$ cat src/rtl/cnt_gate_pkg.sv
package cnt_gate_pkg;
  localparam int ADDR_W = 12;
  localparam int SLOTS  = 32;
  localparam int IDX_W  = $clog2(SLOTS);
  localparam int GRP_W  = ADDR_W - IDX_W;

  localparam logic [1:0] PRV_USER  = 2'd0;
  localparam logic [1:0] PRV_SUPER = 2'd1;
  localparam logic [1:0] PRV_MACH  = 2'd3;

  // group bases: the address above its slot index
  localparam logic [ADDR_W-1:0] U_LO_BASE = 12'hC00;
  localparam logic [ADDR_W-1:0] U_HI_BASE = 12'hC80;
  localparam logic [ADDR_W-1:0] M_LO_BASE = 12'hB00;
  localparam logic [ADDR_W-1:0] M_HI_BASE = 12'hB80;
  localparam logic [ADDR_W-1:0] EVT_BASE  = 12'h320;

  localparam logic [IDX_W-1:0] SLOT_CYC = 5'd0;
  localparam logic [IDX_W-1:0] SLOT_RET = 5'd2;
  localparam logic [IDX_W-1:0] SLOT_EV0 = 5'd3;

  typedef enum logic [2:0] {
    CLS_NONE,
    CLS_UCNT,
    CLS_UCNTH,
    CLS_UHPM,
    CLS_UHPMH,
    CLS_MCNT,
    CLS_MCNTH,
    CLS_MZERO
  } cls_e;

  typedef struct packed {
    logic ill;
    logic vrt;
  } trap_t;

  function automatic logic [GRP_W-1:0] grp_of(input logic [ADDR_W-1:0] a);
    return a[ADDR_W-1:IDX_W];
  endfunction
endpackage

$ cat src/rtl/retire_counter.sv
module retire_counter #(
  parameter int CNT_W = 64
) (
  input  logic             clk,
  input  logic             rst_n,
  input  logic             retire,
  output logic [CNT_W-1:0] count
);
  logic [CNT_W-1:0] cnt_q;

  always_ff @(posedge clk) begin
    if (!rst_n) cnt_q <= '0;
    else if (retire) cnt_q <= cnt_q + {{(CNT_W-1){1'b0}}, 1'b1};
  end

  assign count = cnt_q;
endmodule

$ cat src/rtl/enable_mask.sv
module enable_mask
  import cnt_gate_pkg::*;
(
  input  logic [1:0]       priv,
  input  logic             virt,
  input  logic [SLOTS-1:0] men,
  input  logic [SLOTS-1:0] hen,
  input  logic [SLOTS-1:0] sen,
  output logic [SLOTS-1:0] en
);
  always_comb begin
    en = '1;
    if (priv != PRV_MACH) begin
      en = en & men;
      if (virt) en = en & hen;
      if (priv == PRV_USER) en = en & sen;
    end
  end
endmodule

$ cat src/rtl/csr_class_decode.sv
module csr_class_decode
  import cnt_gate_pkg::*;
(
  input  logic [ADDR_W-1:0] addr,
  input  logic              xlen64,
  output cls_e              cls,
  output logic [IDX_W-1:0]  idx
);
  logic [GRP_W-1:0] grp;
  logic is_cnt, is_ev;

  assign grp    = grp_of(addr);
  assign idx    = addr[IDX_W-1:0];
  assign is_cnt = (idx == SLOT_CYC) || (idx == SLOT_RET);
  assign is_ev  = (idx >= SLOT_EV0);

  always_comb begin
    cls = CLS_NONE;
    if (grp == grp_of(U_LO_BASE)) begin
      if (is_cnt)     cls = CLS_UCNT;
      else if (is_ev) cls = CLS_UHPM;
    end else if (grp == grp_of(U_HI_BASE)) begin
      if (!xlen64) begin
        if (is_cnt)     cls = CLS_UCNTH;
        else if (is_ev) cls = CLS_UHPMH;
      end
    end else if (grp == grp_of(M_LO_BASE)) begin
      if (is_cnt)     cls = CLS_MCNT;
      else if (is_ev) cls = CLS_MZERO;
    end else if (grp == grp_of(M_HI_BASE)) begin
      if (!xlen64) begin
        if (is_cnt)     cls = CLS_MCNTH;
        else if (is_ev) cls = CLS_MZERO;
      end
    end else if (grp == grp_of(EVT_BASE)) begin
      // slot 0 is the inhibit control, slots 3.. are event selectors
      if (idx == SLOT_CYC || is_ev) cls = CLS_MZERO;
    end
  end
endmodule

$ cat src/rtl/read_resolve.sv
module read_resolve
  import cnt_gate_pkg::*;
#(
  parameter int CNT_W = 64
) (
  input  cls_e             cls,
  input  logic [IDX_W-1:0] idx,
  input  logic [SLOTS-1:0] en,
  input  logic [SLOTS-1:0] men,
  input  logic [SLOTS-1:0] hen,
  input  logic [1:0]       priv,
  input  logic             virt,
  input  logic             xlen64,
  input  logic [CNT_W-1:0] count,
  output logic [CNT_W-1:0] data,
  output trap_t            trap
);
  localparam int HALF = CNT_W / 2;

  logic             en_bit, hyp_only;
  logic             is_mach;
  logic [CNT_W-1:0] lo_val, hi_val;

  assign en_bit   = en[idx];
  assign hyp_only = virt & men[idx] & ~hen[idx];
  assign is_mach  = (priv == PRV_MACH);
  assign lo_val   = xlen64 ? count : {{HALF{1'b0}}, count[HALF-1:0]};
  assign hi_val   = {{HALF{1'b0}}, count[CNT_W-1:HALF]};

  always_comb begin
    data = '0;
    trap = '0;
    unique case (cls)
      CLS_UCNT, CLS_UCNTH: begin
        if (en_bit)        data = (cls == CLS_UCNT) ? lo_val : hi_val;
        else if (hyp_only) trap.vrt = 1'b1;
        else               trap.ill = 1'b1;
      end
      CLS_UHPM, CLS_UHPMH: begin
        if (!en_bit) trap.ill = 1'b1;
      end
      CLS_MCNT, CLS_MCNTH: begin
        if (is_mach) data = (cls == CLS_MCNT) ? lo_val : hi_val;
        else         trap.ill = 1'b1;
      end
      CLS_MZERO: begin
        if (!is_mach) trap.ill = 1'b1;
      end
      default: trap.ill = 1'b1;
    endcase
  end
endmodule

$ cat src/rtl/cnt_read_gate.sv
module cnt_read_gate
  import cnt_gate_pkg::*;
#(
  parameter int CNT_W = 64
) (
  input  logic             clk,
  input  logic             rst_n,
  input  logic             retire,
  input  logic             req_valid,
  output logic             req_ready,
  input  logic [11:0]      req_addr,
  input  logic [1:0]       priv,
  input  logic             virt,
  input  logic             xlen64,
  input  logic [31:0]      men,
  input  logic [31:0]      hen,
  input  logic [31:0]      sen,
  output logic             rsp_valid,
  input  logic             rsp_ready,
  output logic [CNT_W-1:0] rsp_data,
  output logic             rsp_illegal,
  output logic             rsp_virtual
);
  logic [CNT_W-1:0] count;
  logic [SLOTS-1:0] en;
  cls_e             cls;
  logic [IDX_W-1:0] idx;
  logic [CNT_W-1:0] res_data;
  trap_t            res_trap;
  logic             accept;

  retire_counter #(.CNT_W(CNT_W)) cnt_u (
    .clk(clk), .rst_n(rst_n), .retire(retire), .count(count)
  );

  enable_mask mask_u (
    .priv(priv), .virt(virt), .men(men), .hen(hen), .sen(sen), .en(en)
  );

  csr_class_decode dec_u (
    .addr(req_addr), .xlen64(xlen64), .cls(cls), .idx(idx)
  );

  read_resolve #(.CNT_W(CNT_W)) res_u (
    .cls(cls), .idx(idx), .en(en), .men(men), .hen(hen), .priv(priv),
    .virt(virt), .xlen64(xlen64), .count(count),
    .data(res_data), .trap(res_trap)
  );

  assign req_ready = !rsp_valid || rsp_ready;
  assign accept    = req_valid && req_ready;

  always_ff @(posedge clk) begin
    if (!rst_n) begin
      rsp_valid   <= 1'b0;
      rsp_data    <= '0;
      rsp_illegal <= 1'b0;
      rsp_virtual <= 1'b0;
    end else if (accept) begin
      rsp_valid   <= 1'b1;
      rsp_data    <= res_data;
      rsp_illegal <= res_trap.ill;
      rsp_virtual <= res_trap.vrt;
    end else if (rsp_ready) begin
      rsp_valid   <= 1'b0;
    end
  end
endmodule

$ cat config.mk
export PLATFORM = sky130hd
export DESIGN_NAME = cnt_read_gate
export DESIGN_NICKNAME = d
export VERILOG_FILES = /design/src/rtl/cnt_gate_pkg.sv /design/src/rtl/retire_counter.sv /design/src/rtl/enable_mask.sv /design/src/rtl/csr_class_decode.sv /design/src/rtl/read_resolve.sv /design/src/rtl/cnt_read_gate.sv
export SDC_FILE = /design/constraint.sdc
export NUM_CORES = 1
export LEC_CHECK = 0
export ABC_AREA = 1
export BUFFER_PORTS_ARGS = -buffer_cell sky130_fd_sc_hd__buf_2
export CAP_MARGIN = 20
export CORE_ASPECT_RATIO = 1.25
export CORE_MARGIN = 2
export CORE_UTILIZATION = 63
export CTS_BUF_LIST = sky130_fd_sc_hd__clkbuf_8
export CTS_CLUSTER_DIAMETER = 200
export DETAILED_ROUTE_END_ITERATION = 12
export PLACE_DENSITY = 0.95
export SKIP_CTS_REPAIR_TIMING = 1
export SLEW_MARGIN = 0
export SYNTH_ARGS = -nofsm -noshare
export SYNTH_HDL_FRONTEND = slang
export SYNTH_SLANG_ARGS = --single-unit
export TNS_END_PERCENT = 5
$ cat constraint.sdc
create_clock -name clk -period 5.4 [get_ports clk]
set_clock_uncertainty 0.1 [all_clocks]
set_input_delay 1.08 -clock clk [delete_from_list [all_inputs] [get_ports clk]]
set_output_delay 1.08 -clock clk [all_outputs]
set_load 0.05 [all_outputs]
After elaboration in Yosys (flattened, before gate mapping):

Cells that the tools add are included.

* bits in registers: 131
* output and inout port bits: 68

* $add $sub $neg: 1
* order comparisons: 2
* eq/ne operators: 15
* muxes and demuxes: 40
* bitwise operators: 5
* reduce and logical (&&, ||, !) cells: 12

Operators by type and width (count)
* 64-bit two-way mux: 5
* 32-bit two-way mux: 4
* 64-bit case mux with 2 select lines: 1
* 64-bit by 1-bit adder with 64-bit output, second input constant: 1
* 32-bit bitwise AND: 2
* 3-bit two-way mux: 14
* 7-bit equality test, second input constant: 4
* 1-bit binary-select mux with 5-bit select: 3
* 3-bit equality test, second input constant: 4
* 1-bit two-way mux: 10
* 7-bit by 5-bit equality test with 1-bit output, second input constant: 1
* 3-bit by 2-bit equality test with 1-bit output, second input constant: 2
* 5-bit by 6-bit < comparator with 1-bit output, second input constant: 1
* 2-bit OR reduction: 3
* 5-bit by 2-bit equality test with 1-bit output, second input constant: 1
* 5-bit by 2-bit greater-or-equal comparator with 1-bit output, second input constant: 1
* 5-bit logical NOT: 1
* 2-bit two-way mux: 2
* 3-bit by 1-bit equality test with 1-bit output, second input constant: 1
* 1-bit logical OR: 3
* 1-bit case mux with 3 select lines: 1
* 3-bit OR reduction: 1
* 1-bit bitwise AND: 2
* 2-bit equality test, second input constant: 1
* 6 further kinds: 6

Depth between registers and ports, before layout:

* depth after elaboration: 12
* depth in mapped cells: 18
* gate-level depth less buffers: 17

Hierarchy:

From an unflattened synthesis, not the netlist that was laid out.

* cell total of the unflattened synthesis: 1864
* area, all modules: 10909.2 um2

By module, submodules not included
* retire_counter: times used 1, cells each 619, area an instance 3839.9 um2, seq. area each 1281.2 um2
* cnt_read_gate: times used 1, cells each 437, area an instance 3123.0 um2, seq. area each 1341.3 um2
* read_resolve: times used 1, cells each 513, area an instance 2632.5 um2, seq. area each 0.0 um2
* enable_mask: times used 1, cells each 240, area an instance 1021.0 um2, seq. area each 0.0 um2
* csr_class_decode: times used 1, cells each 55, area an instance 292.8 um2, seq. area each 0.0 um2

Least setup slack after synthesis:

Ideal clock, no wire load.

* path kind: input to register
* start: input req_addr[2]
* end: register rsp_data[5]
* library setup time: 0.118 ns
* data arrival time: 2.628 ns
* data required time: 5.182 ns
* slack: 2.555 ns
* cell stages on the path: 17
* path through: buf_6 -> nor2_4 -> nand3_2 -> inv_2 -> nand2_1 -> nand2_1 -> nand2_2 -> nand3_1 -> nand3_2 -> nor2_2 -> buf_4 -> buf_2 -> nand3_1 -> nand3_1 -> nand2_1 -> nor2_1 -> nor2_1

* word-level cells in the longest chain between the ends: 12

RTL lines
* start: declaration: RTL line cnt_read_gate.sv:11 `input logic [11:0] req_addr,`
* 5-bit by 2-bit greater-or-equal comparator with 1-bit output, or another cell as far along: RTL line csr_class_decode.sv:15 `assign is_ev = (idx >= SLOT_EV0);`
* 3-bit two-way mux, or another cell as far along: RTL line csr_class_decode.sv:29, csr_class_decode.sv:33
* 3-bit two-way mux, on equally long branches: RTL line csr_class_decode.sv:32, csr_class_decode.sv:37
* 3-bit two-way mux, on equally long branches: RTL line csr_class_decode.sv:31, csr_class_decode.sv:35
* 3-bit two-way mux: RTL line csr_class_decode.sv:30 `end else if (grp == grp_of(M_HI_BASE)) begin`
* 3-bit two-way mux: RTL line csr_class_decode.sv:27 `end else if (grp == grp_of(M_LO_BASE)) begin`
* 3-bit two-way mux: RTL line csr_class_decode.sv:22 `end else if (grp == grp_of(U_HI_BASE)) begin`
* 3-bit two-way mux: RTL line csr_class_decode.sv:19 `if (grp == grp_of(U_LO_BASE)) begin`
* 3-bit equality test or 3-bit by 1-bit equality test with 1-bit output (tied branches): RTL line read_resolve.sv:33, read_resolve.sv:43, read_resolve.sv:35
* 64-bit two-way mux, on equally long branches (2 in series): RTL line read_resolve.sv:43, read_resolve.sv:35
* 64-bit case mux with 2 select lines *: RTL line read_resolve.sv:33 `unique case (cls)`
* end signal: assignment: RTL line cnt_read_gate.sv:61 `rsp_data <= res_data;`
* end: declaration: RTL line cnt_read_gate.sv:20 `output logic [CNT_W-1:0] rsp_data,`

Mark *: on every way between the ends. The rest lies on a longest branch, timed or not. The select of a mux whose other input is x is not followed.
A chain may end at the register's enable or synchronous reset.

Worst setup path after layout:

* start: input virt
* end: register rsp_data[20]

* word-level cells in the longest chain between the ends: 9

RTL lines
* start: declaration: RTL line cnt_read_gate.sv:13 `input logic virt,`
* 32-bit two-way mux *: RTL line enable_mask.sv:15 `if (virt) en = en & hen;`
* 32-bit two-way mux *: RTL line enable_mask.sv:13 `if (priv != PRV_MACH) begin`
* 32-bit bitwise AND: RTL line enable_mask.sv:16 `if (priv == PRV_USER) en = en & sen;`
* 32-bit two-way mux *: RTL line enable_mask.sv:16
* 32-bit two-way mux *: RTL line enable_mask.sv:13
* 1-bit binary-select mux with 5-bit select *: RTL line read_resolve.sv:24 `assign en_bit = en[idx];`
* 1-bit two-way mux (not written as such) *: RTL line read_resolve.sv:24
* 64-bit two-way mux *: RTL line read_resolve.sv:35 `if (en_bit) data = (cls == CLS_UCNT) ? lo_val : hi_val;`
* 64-bit case mux with 2 select lines *: RTL line read_resolve.sv:33

Marked as above.

==> qor.txt <==
Setup TNS Final: 0 ns
Number of synthesized flops with an enable pin: 0
Initial antenna violation count: 0
Cell taking the most area after synthesis: dfxtp_1
# IOs: 185
Post-DP HPWL: 23610 um
Placed standard-cell area: 10420 um2
Number of max-cap violations: 0
Crit path max-delay family: simple AND/OR/NAND/NOR gates
Total Power: 2.256 mW
Design area: 10830 um2
Gp weighted congestion: 1.015
Worst slack, placed: 1.043 ns
Clock Tree Buf Depth: 2
Pin count of the biggest net entering global routing: 74
Die height: 142.3 um
RSZ-0062 raised after global routing: false
Setup WS post-layout: 1.466 ns
Ys async rst share: 0%
Reg clk slew, reported paths: 0.09 ns
CTS tree: yes
Commonest cells post-synth: nand2_1 (502), nor2_1 (247), inv_1 (192)
First-pass GRT wire length: 52160 um
Slew at the pin closest to its max-slew limit: 1.112 ns
Cell with the most instances after synthesis: nand2_1
Syn_nets: 1809
Layout cell share with drive strength beyond 1: 14.39%
Starting DRT DRC Count: 1279
Port bufs: 184
Clock latency on the worst-skew pair: 0.48 ns
# fillers: 1364
Peak supply drop: 0.1160 mV
CP dominant cell by count: nor2_1
Synth top area share: 27.22%
Starting density of the core: 64.44%
YS warnings: 0
Root Driver: clkbuf_8
Vias in the first global route: 10830
Fin crit period: 3.934 ns
Antenna viol nets, final: 0
Syn Area/Cell: 5.698 um2
Ant. Diodes: 0
Area Growth Syn to Fin: 12.39%
CP Launch Type: input port
Largest cells by area after synthesis: dfxtp_1 (27%), nand2_1 (20%), nor2_1 (9.6%)
Register area share after synthesis: 27.22%
Gr ovfl total: 0
Fmax: 254.2 MHz
Endpoint class of the critical path: flop
Avg WL per Cell: 15.91 um
Total number of vias: 11710
Final setup fails: 0
LEAKAGE: 5.125 nW
Slew Viols, Final: 0
Cell Area, Synth: 9635 um2
CP Data Arrival Time: 4.21 ns
Crit-path slowest cell: nand2_2
Die span in x: 114.6 um
Gate Count Post-Synth: 1691
Slowest Stage Delay on Critical Path: 0.78 ns
Worst slew margin: 25.75%
Status: complete, no violations
H-tree depth: 4
Final cell count without fillers: 2017
Nets: 1940
Routed wire length: 32100 um
Total GRT Usage: 39.95%
Worst path cell trace: buf_2 -> inv_1 -> o21ai_0 -> o21ai_0 -> nand4_1 -> nand2_1 -> nand3_1 -> nand3_2 -> nand2_2 -> nor2_1 -> nor2_1 -> nor2_1
Fin crit share: 72.85%
Worst-path maximum fanout: 34
Synth Flop Type: dfxtp_1
Setup CP Type: input port to flop
CTS Sinks: 131
First-pass DRT Iterations: 8
Placed Cells incl. Taps: 1985
Die area: 16310 um2
Num CTS Buffers: 17
Worst path bufs/invs: 2
Core ar.: 14950 um2
Distinct cells, synth: 42
Worst Hold Class: flop to flop
Crit path required time: 5.68 ns
FP Rows: 50
P per Cell Area: 208.4 nW/um2
Number of synthesized register bits: 131
Hold Fails Final Rpt: 0
Via density per instance: 5.808
# DRC: 0
==> layout make-up <==
class	count	area (um2)	share of cell area, %
multi-input cells	1274	5783	53.40
clock inverters	14	166.4	1.537
inverters	202	758.2	7.002
well taps	182	227.7	2.103
flip-flops and latches	131	2623	24.22
repair buffers	196	1023	9.451
clock buffers	18	247.7	2.288
==> cell families (layout without fill, tap and decap cells) <==
kind of cell | count (synthesis) | after routing | synth area share, %
DFF | 131 | 131 | 27.22
AOI/OAI and AO/OA | 235 | 235 | 12.84
adders and majority gates | 1 | 1 | 0.1298
buffers and inverters | 286 | 430 | 12.82
and+or+nand+nor | 1025 | 1025 | 45.81
xor gates and xnor gates | 13 | 13 | 1.182
==> placed cells by master, fill, tap and decap left out, types with 3 or more instances in the layout <==
master | netlist | routed
a21oi_1 | 89 | 89
a22oi_1 | 9 | 9
buf_2 | 24 | 184
buf_4 | 11 | 11
clkbuf_8 | 0 | 18
clkinvlp_4 | 0 | 3
dfxtp_1 | 131 | 131
inv_1 | 192 | 192
inv_2 | 8 | 8
inv_6 | 0 | 5
nand2_1 | 502 | 502
nand2_2 | 4 | 4
nand3_1 | 115 | 115
nand3_2 | 5 | 5
nand3b_1 | 6 | 6
nand4_1 | 66 | 66
nor2_1 | 247 | 247
nor2_2 | 7 | 6
nor3_1 | 48 | 48
nor3_2 | 7 | 7
nor3b_1 | 4 | 4
nor4_1 | 8 | 8
o21ai_0 | 90 | 90
o21ai_1 | 32 | 32
o22ai_1 | 3 | 3
xor2_1 | 13 | 13
==> worst min-delay path, cell delays in order, from the launching register on <==
cell     delay (ns)
dfxtp_1        0.31
nand2_1        0.06
a21oi_1        0.05
==> sequential cells by signal, summed over array words and instances (netlist names) <==
signal and cells:
rsp_illegal 1, rsp_virtual 1, rsp_data 64, rsp_valid 1, cnt_u.count 64
==> final timing paths <==
kind	startpoint	end	slack [ns]	cells past startpoint
worst max-delay path	virt	rsp_data[20]$_SDFFE_PN0P_	1.47	12
worst min register to register	rsp_data[45]$_SDFFE_PN0P_	rsp_data[45]$_SDFFE_PN0P_	0.36	2
worst max register to register	cnt_u.count[10]$_SDFFE_PN0P_	cnt_u.count[56]$_SDFFE_PN0P_	2.49	11
worst min-delay path	rsp_data[45]$_SDFFE_PN0P_	rsp_data[45]$_SDFFE_PN0P_	0.36	2
==> stage by stage <==
stage                     hold WS [ns]  util, %
after detailed placement        0.3517    69.66
after floorplan                 0.3553        -
after global placement          0.3478    69.66
after CTS                       0.3637    72.43
final                           0.3613    72.43
after global routing            0.3817    72.43
==> layer usage <==
metal  routed length [um]  up-vias  global-route usage, %  part of all wire, %
li1                     -     5704                      -                    -
met1                12000     5238                  45.21                   37
met2                15560      639                  69.23                   48
met3                 2724      133                  7.624                  8.5
met4                 1815        0                  23.62                  5.7
met5                    0        -                      0                    0
==> report_power, final <==
group | switching (mW) | internal, mW | leakage, nW
clock network | 0.454 | 0.436 | 0.201
logic | 0.265 | 0.108 | 3.86
registers | 0.0104 | 0.983 | 1.06
Power figures use the tool's default switching activity.
